<file path="src/rtl/gpio_port_pkg.sv">
package gpio_port_pkg;

    localparam int SYNC_DEPTH = 2;

    typedef struct packed {
        logic en;
        logic val;
    } ovr_pair_t;

    typedef enum logic [1:0] {
        RD_NONE = 2'd0,
        RD_DIR  = 2'd1,
        RD_OUT  = 2'd2,
        RD_PIN  = 2'd3
    } rd_src_e;

    function automatic logic apply_ovr(input ovr_pair_t p, input logic normal);
        return p.en ? p.val : normal;
    endfunction

endpackage

</file>
<file path="src/rtl/gpio_sync_chain.sv">
module gpio_sync_chain
    import gpio_port_pkg::*;
(
    input  logic clk,
    input  logic rst_n,
    input  logic d,
    output logic q
);
    logic [SYNC_DEPTH-1:0] stage_q;

    generate
        for (genvar s = 0; s < SYNC_DEPTH; s++) begin : g_stage
            if (s == 0) begin : g_first
                always_ff @(posedge clk or negedge rst_n) begin
                    if (!rst_n) stage_q[s] <= 1'b0;
                    else        stage_q[s] <= d;
                end
            end else begin : g_rest
                always_ff @(posedge clk or negedge rst_n) begin
                    if (!rst_n) stage_q[s] <= 1'b0;
                    else        stage_q[s] <= stage_q[s-1];
                end
            end
        end
    endgenerate

    assign q = stage_q[SYNC_DEPTH-1];
endmodule

</file>
<file path="src/rtl/gpio_pin_cell.sv">
module gpio_pin_cell
    import gpio_port_pkg::*;
(
    input  logic      clk,
    input  logic      rst_n,
    input  logic      dir_wr,
    input  logic      out_wr,
    input  logic      pin_wr,
    input  logic      wbit,
    input  logic      pullup_dis,
    input  logic      sleep_en,
    input  logic      pad_in,
    input  ovr_pair_t ovr_pu,
    input  ovr_pair_t ovr_dir,
    input  ovr_pair_t ovr_out,
    input  ovr_pair_t ovr_ie,
    input  logic      ovr_tgl_en,
    output logic      pad_out,
    output logic      pad_oe,
    output logic      pad_pu,
    output logic      periph_in,
    output logic      dir_bit,
    output logic      out_bit
);
    logic dir_q;
    logic out_q;
    logic tgl_req;
    logic in_en;
    logic pad_gated;
    logic pu_normal;

    // Register path
    assign tgl_req = (pin_wr & wbit) | ovr_tgl_en;

    always_ff @(posedge clk or negedge rst_n) begin
        if (!rst_n) begin
            dir_q <= 1'b0;
        end else if (dir_wr) begin
            dir_q <= wbit;
        end
    end

    always_ff @(posedge clk or negedge rst_n) begin
        if (!rst_n) begin
            out_q <= 1'b0;
        end else if (out_wr) begin
            out_q <= wbit;
        end else if (tgl_req) begin
            out_q <= ~out_q;
        end
    end

    // Override selection
    assign pu_normal = ~dir_q & out_q & ~pullup_dis;
    assign pad_pu    = apply_ovr(ovr_pu, pu_normal);
    assign pad_oe    = apply_ovr(ovr_dir, dir_q);
    assign pad_out   = apply_ovr(ovr_out, out_q);
    assign in_en     = apply_ovr(ovr_ie, ~sleep_en);
    assign pad_gated = pad_in & in_en;

    gpio_sync_chain u_sync (
        .clk   (clk),
        .rst_n (rst_n),
        .d     (pad_gated),
        .q     (periph_in)
    );

    assign dir_bit = dir_q;
    assign out_bit = out_q;

    // Warm-up counter so the latency check only looks back over post-reset edges
    logic [1:0] warm_q;
    always_ff @(posedge clk or negedge rst_n) begin
        if (!rst_n)              warm_q <= 2'd0;
        else if (warm_q != 2'd2) warm_q <= warm_q + 2'd1;
    end


    dir_load_chk: assert property (@(posedge clk) disable iff (!rst_n)
        dir_wr |=> (dir_q == $past(wbit)));


    toggle_flip_chk: assert property (@(posedge clk) disable iff (!rst_n)
        (!out_wr && tgl_req) |=> (out_q != $past(out_q)));


    out_hold_chk: assert property (@(posedge clk) disable iff (!rst_n)
        (!out_wr && !tgl_req) |=> $stable(out_q));


    pud_block_chk: assert property (@(posedge clk) disable iff (!rst_n)
        (!ovr_pu.en && pullup_dis) |-> !pad_pu);


    sync_delay_chk: assert property (@(posedge clk) disable iff (!rst_n)
        (warm_q == 2'd2) |-> (periph_in == $past(pad_gated, 2)));


    ie_off_chk: assert property (@(posedge clk) disable iff (!rst_n)
        (!in_en && !pad_gated) || in_en);
endmodule

</file>
<file path="src/rtl/gpio_read_mux.sv">
module gpio_read_mux
    import gpio_port_pkg::*;
#(
    parameter int N = 8
) (
    input  logic         clk,
    input  logic         rst_n,
    input  logic         dir_rd,
    input  logic         out_rd,
    input  logic         pin_rd,
    input  logic [N-1:0] dir_v,
    input  logic [N-1:0] out_v,
    input  logic [N-1:0] pin_v,
    output logic [N-1:0] rdata
);
    rd_src_e src;

    always_comb begin
        if (dir_rd)      src = RD_DIR;
        else if (out_rd) src = RD_OUT;
        else if (pin_rd) src = RD_PIN;
        else             src = RD_NONE;
    end

    always_comb begin
        unique case (src)
            RD_DIR:  rdata = dir_v;
            RD_OUT:  rdata = out_v;
            RD_PIN:  rdata = pin_v;
            default: rdata = '0;
        endcase
    end


    rd_idle_chk: assert property (@(posedge clk) disable iff (!rst_n)
        (!dir_rd && !out_rd && !pin_rd) |-> (rdata == '0));


    rd_pin_chk: assert property (@(posedge clk) disable iff (!rst_n)
        (pin_rd && !dir_rd && !out_rd) |-> (rdata == pin_v));
endmodule

</file>
<file path="src/rtl/gpio_port.sv">
module gpio_port
    import gpio_port_pkg::*;
#(
    parameter int N = 8
) (
    input  logic         clk,
    input  logic         rst_n,
    input  logic         dir_wr,
    input  logic         out_wr,
    input  logic         pin_wr,
    input  logic         dir_rd,
    input  logic         out_rd,
    input  logic         pin_rd,
    input  logic [N-1:0] wdata,
    output logic [N-1:0] rdata,
    input  logic         pullup_dis,
    input  logic         sleep_en,
    input  logic [N-1:0] pad_in,
    input  logic [N-1:0] ovr_pu_en,
    input  logic [N-1:0] ovr_pu_val,
    input  logic [N-1:0] ovr_dir_en,
    input  logic [N-1:0] ovr_dir_val,
    input  logic [N-1:0] ovr_out_en,
    input  logic [N-1:0] ovr_out_val,
    input  logic [N-1:0] ovr_ie_en,
    input  logic [N-1:0] ovr_ie_val,
    input  logic [N-1:0] ovr_tgl_en,
    output logic [N-1:0] pad_out,
    output logic [N-1:0] pad_oe,
    output logic [N-1:0] pad_pu,
    output logic [N-1:0] periph_in
);
    logic [N-1:0] dir_v;
    logic [N-1:0] out_v;

    generate
        for (genvar i = 0; i < N; i++) begin : g_pin
            ovr_pair_t pu_p, dir_p, out_p, ie_p;
            assign pu_p  = '{en: ovr_pu_en[i],  val: ovr_pu_val[i]};
            assign dir_p = '{en: ovr_dir_en[i], val: ovr_dir_val[i]};
            assign out_p = '{en: ovr_out_en[i], val: ovr_out_val[i]};
            assign ie_p  = '{en: ovr_ie_en[i],  val: ovr_ie_val[i]};

            gpio_pin_cell u_cell (
                .clk        (clk),
                .rst_n      (rst_n),
                .dir_wr     (dir_wr),
                .out_wr     (out_wr),
                .pin_wr     (pin_wr),
                .wbit       (wdata[i]),
                .pullup_dis (pullup_dis),
                .sleep_en   (sleep_en),
                .pad_in     (pad_in[i]),
                .ovr_pu     (pu_p),
                .ovr_dir    (dir_p),
                .ovr_out    (out_p),
                .ovr_ie     (ie_p),
                .ovr_tgl_en (ovr_tgl_en[i]),
                .pad_out    (pad_out[i]),
                .pad_oe     (pad_oe[i]),
                .pad_pu     (pad_pu[i]),
                .periph_in  (periph_in[i]),
                .dir_bit    (dir_v[i]),
                .out_bit    (out_v[i])
            );
        end
    endgenerate

    gpio_read_mux #(.N(N)) u_rd (
        .clk    (clk),
        .rst_n  (rst_n),
        .dir_rd (dir_rd),
        .out_rd (out_rd),
        .pin_rd (pin_rd),
        .dir_v  (dir_v),
        .out_v  (out_v),
        .pin_v  (periph_in),
        .rdata  (rdata)
    );


    oe_ovr_chk: assert property (@(posedge clk) disable iff (!rst_n)
        ((ovr_dir_en & (pad_oe ^ ovr_dir_val)) == '0));


    out_ovr_chk: assert property (@(posedge clk) disable iff (!rst_n)
        ((ovr_out_en & (pad_out ^ ovr_out_val)) == '0));
endmodule

</file>
<file path="config.mk">
export PLATFORM = sky130hd
export DESIGN_NAME = gpio_port
export DESIGN_NICKNAME = d
export VERILOG_FILES = /design/src/rtl/gpio_port_pkg.sv /design/src/rtl/gpio_sync_chain.sv /design/src/rtl/gpio_pin_cell.sv /design/src/rtl/gpio_read_mux.sv /design/src/rtl/gpio_port.sv
export SDC_FILE = /design/constraint.sdc
export NUM_CORES = 1
export LEC_CHECK = 0
export BUFFER_PORTS_ARGS = -buffer_cell sky130_fd_sc_hd__buf_2
export CORE_MARGIN = 2
export CORE_UTILIZATION = 29
export CTS_CLUSTER_DIAMETER = 30
export CTS_CLUSTER_SIZE = 20
export DETAILED_ROUTE_END_ITERATION = 10
export SYNTH_ARGS = -nofsm -noshare
export SYNTH_HDL_FRONTEND = slang
export SYNTH_SLANG_ARGS = --single-unit
</file>
<file path="constraint.sdc">
create_clock -name clk -period 1.4 [get_ports clk]
set_clock_uncertainty 0.15 [all_clocks]
set_input_delay 0.28 -clock clk [delete_from_list [all_inputs] [get_ports clk]]
set_output_delay 0.28 -clock clk [all_outputs]
set_load 0.03 [all_outputs]
</file>
### Yosys cells after proc, flatten, opt, wreduce, memory -nomap -nowiden

Index checks and enable logic that the tools add are counted.
Widths: inputs -> output; s select.

* word-level logic and storage cells: 153
* output and inout port bits: 40
* bits of input ports: 98
* bits in registers: 32

* reduce and logical (&&, ||, !) cells: 8
* bitwise operators: 58
* equal/unequal tests: 3
* muxes and demuxes: 52

Operators by type and width (count)
* $mux 1: 48
* $and 1x1->1: 32
* $pmux 8 s3: 1
* $not 1->1: 18
* $reduce_bool 2->1: 8
* $or 1x1->1: 8
* $mux 2: 3
* $eq 2x2->1 const B: 2
* $eq 2x1->1 const B: 1

### Depth between registers and ports, before layout

Gate-level depths: netlist of run 1.

* depth after elaboration: 5
* gate-level depth with buffers: 5
* gate-level depth less buffers: 3

### Cells and area by module

Synthesis of run 1 repeated with hierarchy kept, for this count alone.

* cell total of the unflattened synthesis: 195
* area total of the unflattened synthesis: 1855.5 µm²

Modules (own cells, without submodules)
* gpio_pin_cell: cells each 18, area an instance 153.9 µm², times used 8
* gpio_sync_chain: cells each 2, area an instance 50.0 µm², times used 8
* gpio_read_mux: cells each 35, area an instance 224.0 µm², times used 1

### Worst setup path before layout of run 1

OpenSTA, ideal clock, no wires.

* path kind: input to output
* start: input out_rd
* end: output rdata[0]
* cell stages on the path: 4
* arrival time: 1113 ps
* data required time: 970 ps
* path slack: -143 ps
* buffers on the path: 1
* path through: buf_4 and3b_1 a21oi_1 o21ai_1

* longest elaborated chain between the ends: 4
* elaborated cells between the ends (all ways): 6

Ends and longest elaborated chain
* from (decl): line gpio_port.sv:12 `input logic out_rd,`
* $mux 2 *: line gpio_read_mux.sv:20 `else if (out_rd) src = RD_OUT;`
* $mux 2 *: line gpio_read_mux.sv:19 `if (dir_rd) src = RD_DIR;`
* $eq 2x2->1 or $eq 2x1->1 (tied branches): line gpio_read_mux.sv:26 `unique case (src)`
* $pmux 8 s3 *: line gpio_read_mux.sv:26
* to (decl): line gpio_port.sv:15 `output logic [N-1:0] rdata,`

Every way passes the cells marked *; elsewhere a longest branch is shown, timed or not.

### Worst setup path after layout of run 1

* start: register g_pin[2].u_cell.out_q
* end: output pad_pu[2]

* longest elaborated chain between the ends: 3

Ends and longest elaborated chain
* from (decl): line gpio_pin_cell.sv:26 `logic out_q;`
* from (signal assigned): line gpio_pin_cell.sv:47 `out_q <= wbit;`
* from (signal assigned): line gpio_pin_cell.sv:49 `out_q <= ~out_q;`
* $and 1x1->1 (2 in series): line gpio_pin_cell.sv:54 `assign pu_normal = ~dir_q & out_q & ~pullup_dis;`
* $mux 1: line gpio_port_pkg.sv:18 `return p.en ? p.val : normal;`
* to (decl): line gpio_port.sv:30 `output logic [N-1:0] pad_pu,`

No other way between the ends.

==> results of run 1 <==
==> worst max-delay path: stages (launching register included) <==
cell     delay, ns
dfrtp_1       0.39
inv_2         0.06
o41ai_2       0.30
buf_4         0.22
==> worst paths after layout <==
kind	endpoint	start	depth (start not counted)
worst max-delay path	pad_pu[2]	g_pin[2].u_cell.out_bit	3
worst min-delay path	g_pin[5].u_cell.u_sync.stage_q[0]	pad_in[5]	2
worst max register to register	g_pin[7].u_cell.out_bit	g_pin[7].u_cell.out_bit	4
worst min register to register	g_pin[3].u_cell.u_sync.q	g_pin[3].u_cell.u_sync.stage_q[0]	0
max in group asynchronous	g_pin[5].u_cell.out_bit	rst_n	3
min in group asynchronous	g_pin[0].u_cell.u_sync.stage_q[0]	rst_n	2
==> cell usage in the layout, fill, tap and decap left out, drive strengths merged <==
cell type | synthesis | layout
nand2 | 32 | 32
nor2 | 22 | 22
and3b | 6 | 6
o41ai | 2 | 2
and2 | 8 | 8
o22a | 8 | 8
buf | 38 | 163
mux2 | 22 | 22
a22oi | 2 | 2
nor2b | 1 | 1
dfrtp | 32 | 32
nor3 | 8 | 8
dlygate4sd3 | 0 | 1
a21oi | 14 | 14
clkinvlp | 0 | 2
clkbuf | 2 | 6
a21o | 8 | 8
o21ai | 24 | 24
inv | 2 | 2
==> through the flow <==
| stage | TNS [ns] | std cells |
|---|---|---|
| 2_1_floorplan | 0 | 231 |
| 4_1_cts | -5.44 | 458 |
| 3_3_place_gp | -0.413 | 433 |
| 6_report | -5.21 | 459 |
| 5_1_grt | -7.16 | 459 |
| 3_5_place_dp | -0.593 | 433 |
==> kinds of logic after synthesis <==
family          synth area share, %
mux                            12.0
simple gates                   17.1
compound gates                 17.2
buf+inv                        14.8
flops                          38.9
==> state kept, by name, summed over array words and instances, names as in the netlist <==
name,count
g_pin.u_cell.dir_bit,8
g_pin.u_cell.out_bit,8
g_pin.u_cell.u_sync.q,8
g_pin.u_cell.u_sync.stage_q,8
==> metal layers <==
layer,GRT usage (%),vias up,part of all wire (%)
li1,-,1028,-
met1,15.4,923,39
met2,25.9,91,50
met3,6.81,4,10
met4,4.13,0,0.86
met5,0,-,0
==> report_power, final <==
group / internal [W] / switching [W]
Clock: 0.000397 / 0.000346
Combinational: 0.000529 / 0.000541
Sequential: 0.00101 / 0.0000658
==> timing repair <==
item | CTS | global route
endpoints found under the setup margin | 32 | 36
buffers inserted | 16 | 3
endpoints found under the hold margin | 15 | 0
resized for setup | 74 | 24
pin swaps | 26 | 5
hold buffers | 1 | 0
==> layout make-up <==
class	instances	area, µm²	share of cell area (%)
Clock buffer	6	82.6	2.62
Clock inverter	2	15.0	0.476
Inverter	2	7.51	0.238
Multi-Input combinational cell	157	1030	32.6
Timing Repair Buffer	164	1090	34.7
Sequential cell	32	808	25.6
Tap cell	96	120	3.81
==> flow_summary.ini, run 1 <==
[global_routing]
grt_max_degree = 18
antenna_found_initial = 0
grt_pass1_vias = 2005
overflow = 0
grt_first_pass_wirelength_um = 8680
track_usage_pct = 14.5

[sta]
drv_slew = 0
setup_violations = 31
finalHoldViolCount = 0
slew_headroom_pct = 72.9
worst_pin_slew_ns = 0.407
rsz0062_at_grt = true
fmaxAchievable_mhz = 594
whs_ns = 0.0449
post-route-min-period_ns = 1.68
timing.final.ws_setup_ns = -0.282
fin_crit_sh_pct = 120

[clocking]
cts-htree-levels = 2
cts.clk_slew.worst_paths_ns = 0.07
clk_latency_ns = 0.28
cts_tree = yes
ctsLongestPathBuffers = 2
clock-root-buffer = clkbuf_8
cts_sinks = 32
cts_buffers = 5

[layout]
postLayoutCoreUtil_pct = 46.2
finalNetCount = 460
post-route-cell-area_um2 = 3160
antennaDiodeCount = 0
syn_to_final_growth_pct = 53.4
drive_gt1_share_pct = 57.3
fill_cells = 704

[floorplan]
rows = 30
fp.dieH_um = 88.2
die_w_um = 88.2
die_area_um2 = 7780
core_area_um2 = 6830
initial_core_util_pct = 30.1
ios = 138

[place]
io_buffers = 137
pre_cts_slack_ns = -0.0963
dpl_cell_area_um2 = 2650
place_congestion = 0.773

[power]
power_per_cell_area_nw_per_um2 = 914
power_w = 0.00289
ir_drop_uv = 416
leakagePower_nw = 1.62

[yosys]
synthCells = 231
ys.warnings.count = 0
synthesis.area_um2 = 2060
synth.most_common_cell = buf_4
synth_area_leaders = dfrtp_1 39%, buf_4 12%, mux2_2 8.2%, nand2_1 5.8%, nor2_1 4.0%
synth_area_per_cell_um2 = 8.90
synth_top_area_share_pct = 38.9
synth_seq_cells = 32
netlist_top_cells_count = 33 x buf_4, 32 x dfrtp_1, 32 x nand2_1
ys_async_sr_fraction_pct = 100
yosysTopAreaCell = dfrtp_1
syn-num-nets = 329
yosysUniqueCellTypes = 22
synth-seq-area-share_pct = 38.9
ys.flop_type = dfrtp_1
synth-edff-count = 0

[critical_path]
start_kind = register
r2r_setup_slack_ns = 0.06
worstSetupEndpointType = output port
cp.required_ns = 0.97
arrival_ns = 1.25
crit_path_max_fanout = 3
crit_type = reg2out

[drt]
vias_per_cell = 4.46
dr.pass1.iters = 4
drt_iter0_markers = 64
drt-wirelength-per-cell_um = 12.7
finalWirelength_um = 5840
routed-via-count = 2046
ant_nets = 0
drc = 0

[outcome]
violations = negative setup slack
status = finished with violations

[job]
max_cap_viol_count = 0

[hold_path]
hp-class = in2reg
Note: power is estimated with default switching activity, not from simulation.
==> run 2: changes to the inputs <==
- MAX_ROUTING_LAYER: default -> met4
==> run 2 against run 1 <==
The run still ends with negative setup slack left; highest routed layer unchanged; final cell count is the same; worst setup slack improved by 0.0021 ns; flip-flop and latch count unchanged; sequential power hardly changed; clock-buffer cell count stayed put; fmax grew 0.12%; register-to-register slack barely moved.
==> flow_summary.ini, run 2 (synthesized netlist as in run 1, its figures left out) <==
[floorplan]
die_w_um = 88.2
rows = 30
ios = 138
core_area_um2 = 6830
die_area_um2 = 7780
fp.dieH_um = 88.2
initial_core_util_pct = 30.1

[power]
p_seq_share_pct = 37.2
power_per_cell_area_nw_per_um2 = 914
p_int_w = 0.00193
ir_drop_uv = 415
leakagePower_nw = 1.62
p_sw_w = 0.000953
combPwrFrac_pct = 37.1
clkPwrFrac_pct = 25.7
switching_share_pct = 33.0

[outcome]
status = finished with violations
violations = negative setup slack

[layout]
finalNetCount = 460
drive_gt1_share_pct = 57.3
antennaDiodeCount = 0
syn_to_final_growth_pct = 53.4
final_common_cell = buf_2
final_cell_mix = 101 x buf_2, 34 x buf_4, 32 x nand2_1, 27 x buf_6, 26 x dfrtp_1

[hold_path]
whs_path_depth = 2
hp-class = in2reg
hold_path.startpoint = pad_in[5]
hold_end = g_pin[5].u_cell.u_sync.stage_q[0]

[critical_path]
arrival_ns = 1.25
crit_path_max_fanout = 2
r2r_start = g_pin[7].u_cell.out_bit
start_kind = register
worstPathCellList = o41ai_2, buf_4
r2r_setup_slack_ns = 0.06
critPathMaxStageDelay_ns = 0.41
cp.required_ns = 0.97
slowest_stage = dfrtp_1
ff2ff_path_depth = 4
r2r_end = g_pin[7].u_cell.out_bit
worstSetupEndpointType = output port
crit_type = reg2out

[sta]
timing.final.ws_setup_ns = -0.280
finalHoldViolCount = 0
fmaxAchievable_mhz = 595
fin_crit_sh_pct = 120
post-route-min-period_ns = 1.68
setup_violations = 31
worst_pin_slew_ns = 0.407
whs_ns = 0.0452
drv_slew = 0
rsz0062_at_grt = true
slew_headroom_pct = 72.9

[drt]
drt_iter0_markers = 70
routed-via-count = 2049
finalWirelength_um = 5840
ant_nets = 0
drc = 0
drt-wirelength-per-cell_um = 12.7
dr.pass1.iters = 4
vias_per_cell = 4.46

[global_routing]
antenna_found_initial = 0
grt_max_degree = 18
grt_first_pass_wirelength_um = 8690
overflow = 0
grt_pass1_vias = 2003
track_usage_pct = 15.0

[clocking]
cts.clk_slew.worst_paths_ns = 0.07
cts_sinks = 32
clk_latency_ns = 0.28
cts_tree = yes
cts-htree-levels = 2
cts_buffers = 5
clock-root-buffer = clkbuf_8
ctsLongestPathBuffers = 2

[place]
io_buffers = 137
pre_cts_slack_ns = -0.0963
place_congestion = 0.783

[job]
max_cap_viol_count = 0
[run 2: cell counts in the layout (fill, tap and decap cells not counted)]
Identical to the previous run, type by type.
[run 2: power groups by stage]
stage | registers, W | logic [W] | clock network [W]
final | 0.00107 | 0.00107 | 0.000743
after global routing | 0.00109 | 0.00116 | 0.000803
after CTS | 0.00107 | 0.00104 | 0.000770
after detailed placement | 0.00109 | 0.000834 | 0
after global placement | 0.00109 | 0.000820 | 0
after floorplan | 0.00107 | 0.000606 | 0
[run 2: how the worst max path moves through the flow]
| stage | start | endpoint | slack [ns] | depth (start not counted) |
|---|---|---|---|---|
| floorplan | out_rd | rdata[0] | 0.007 | 4 |
| global placement | pin_rd | rdata[2] | -0.08 | 5 |
| detailed placement | pin_rd | rdata[2] | -0.1 | 5 |
| CTS | g_pin[3].u_cell.dir_bit | pad_pu[3] | -0.26 | 2 |
| global route | g_pin[2].u_cell.out_bit | pad_pu[2] | -0.36 | 3 |
| finish | g_pin[2].u_cell.dir_bit | pad_pu[2] | -0.28 | 2 |
[run 2: per-layer routing]
metal  global-route usage [%]  wire length, µm
met3                     6.44              581
met4                     4.13               47
met1                     15.6             2270
met5                        -                0
met2                     25.9             2950
[run 2: repair_timing]
item                                    in CTS  in global routing
gates resized for setup                     74                 24
pin swaps                                   26                  5
endpoints found under the setup margin      32                 36
hold buffers                                 1                  0
hold endpoints to repair                    15                  0
buffers inserted                            16                  3
[run 2: cell type report]
type                            instances  area, µm²
Clock buffer                            6       82.6
Timing Repair Buffer                  164       1090
Sequential cell                        32        808
Multi-Input combinational cell        157       1030
Clock inverter                          2       15.0
Fill cell                             704       3680
Inverter                                2       7.51
Tap cell                               96        120
[run 2: metrics by stage]
stage	TNS [ns]	utilization (%)	instances	power (W)	instance area [µm²]
final	-5.21	46.2	459	0.00289	3160
after floorplan	0	-	231	0.00168	2060
after global placement	-0.413	38.8	433	0.00191	2650
after CTS	-5.44	45.1	458	0.00288	3080
after global routing	-7.16	46.2	459	0.00305	3160
after detailed placement	-0.593	38.8	433	0.00193	2650
[run 2: critical path: cells and delay by family, from the launching register on]
| kind | cells | cell delay (ns) |
|---|---|---|
| buf+inv | 1 | 0.22 |
| flops | 1 | 0.41 |
| compound gates | 1 | 0.34 |
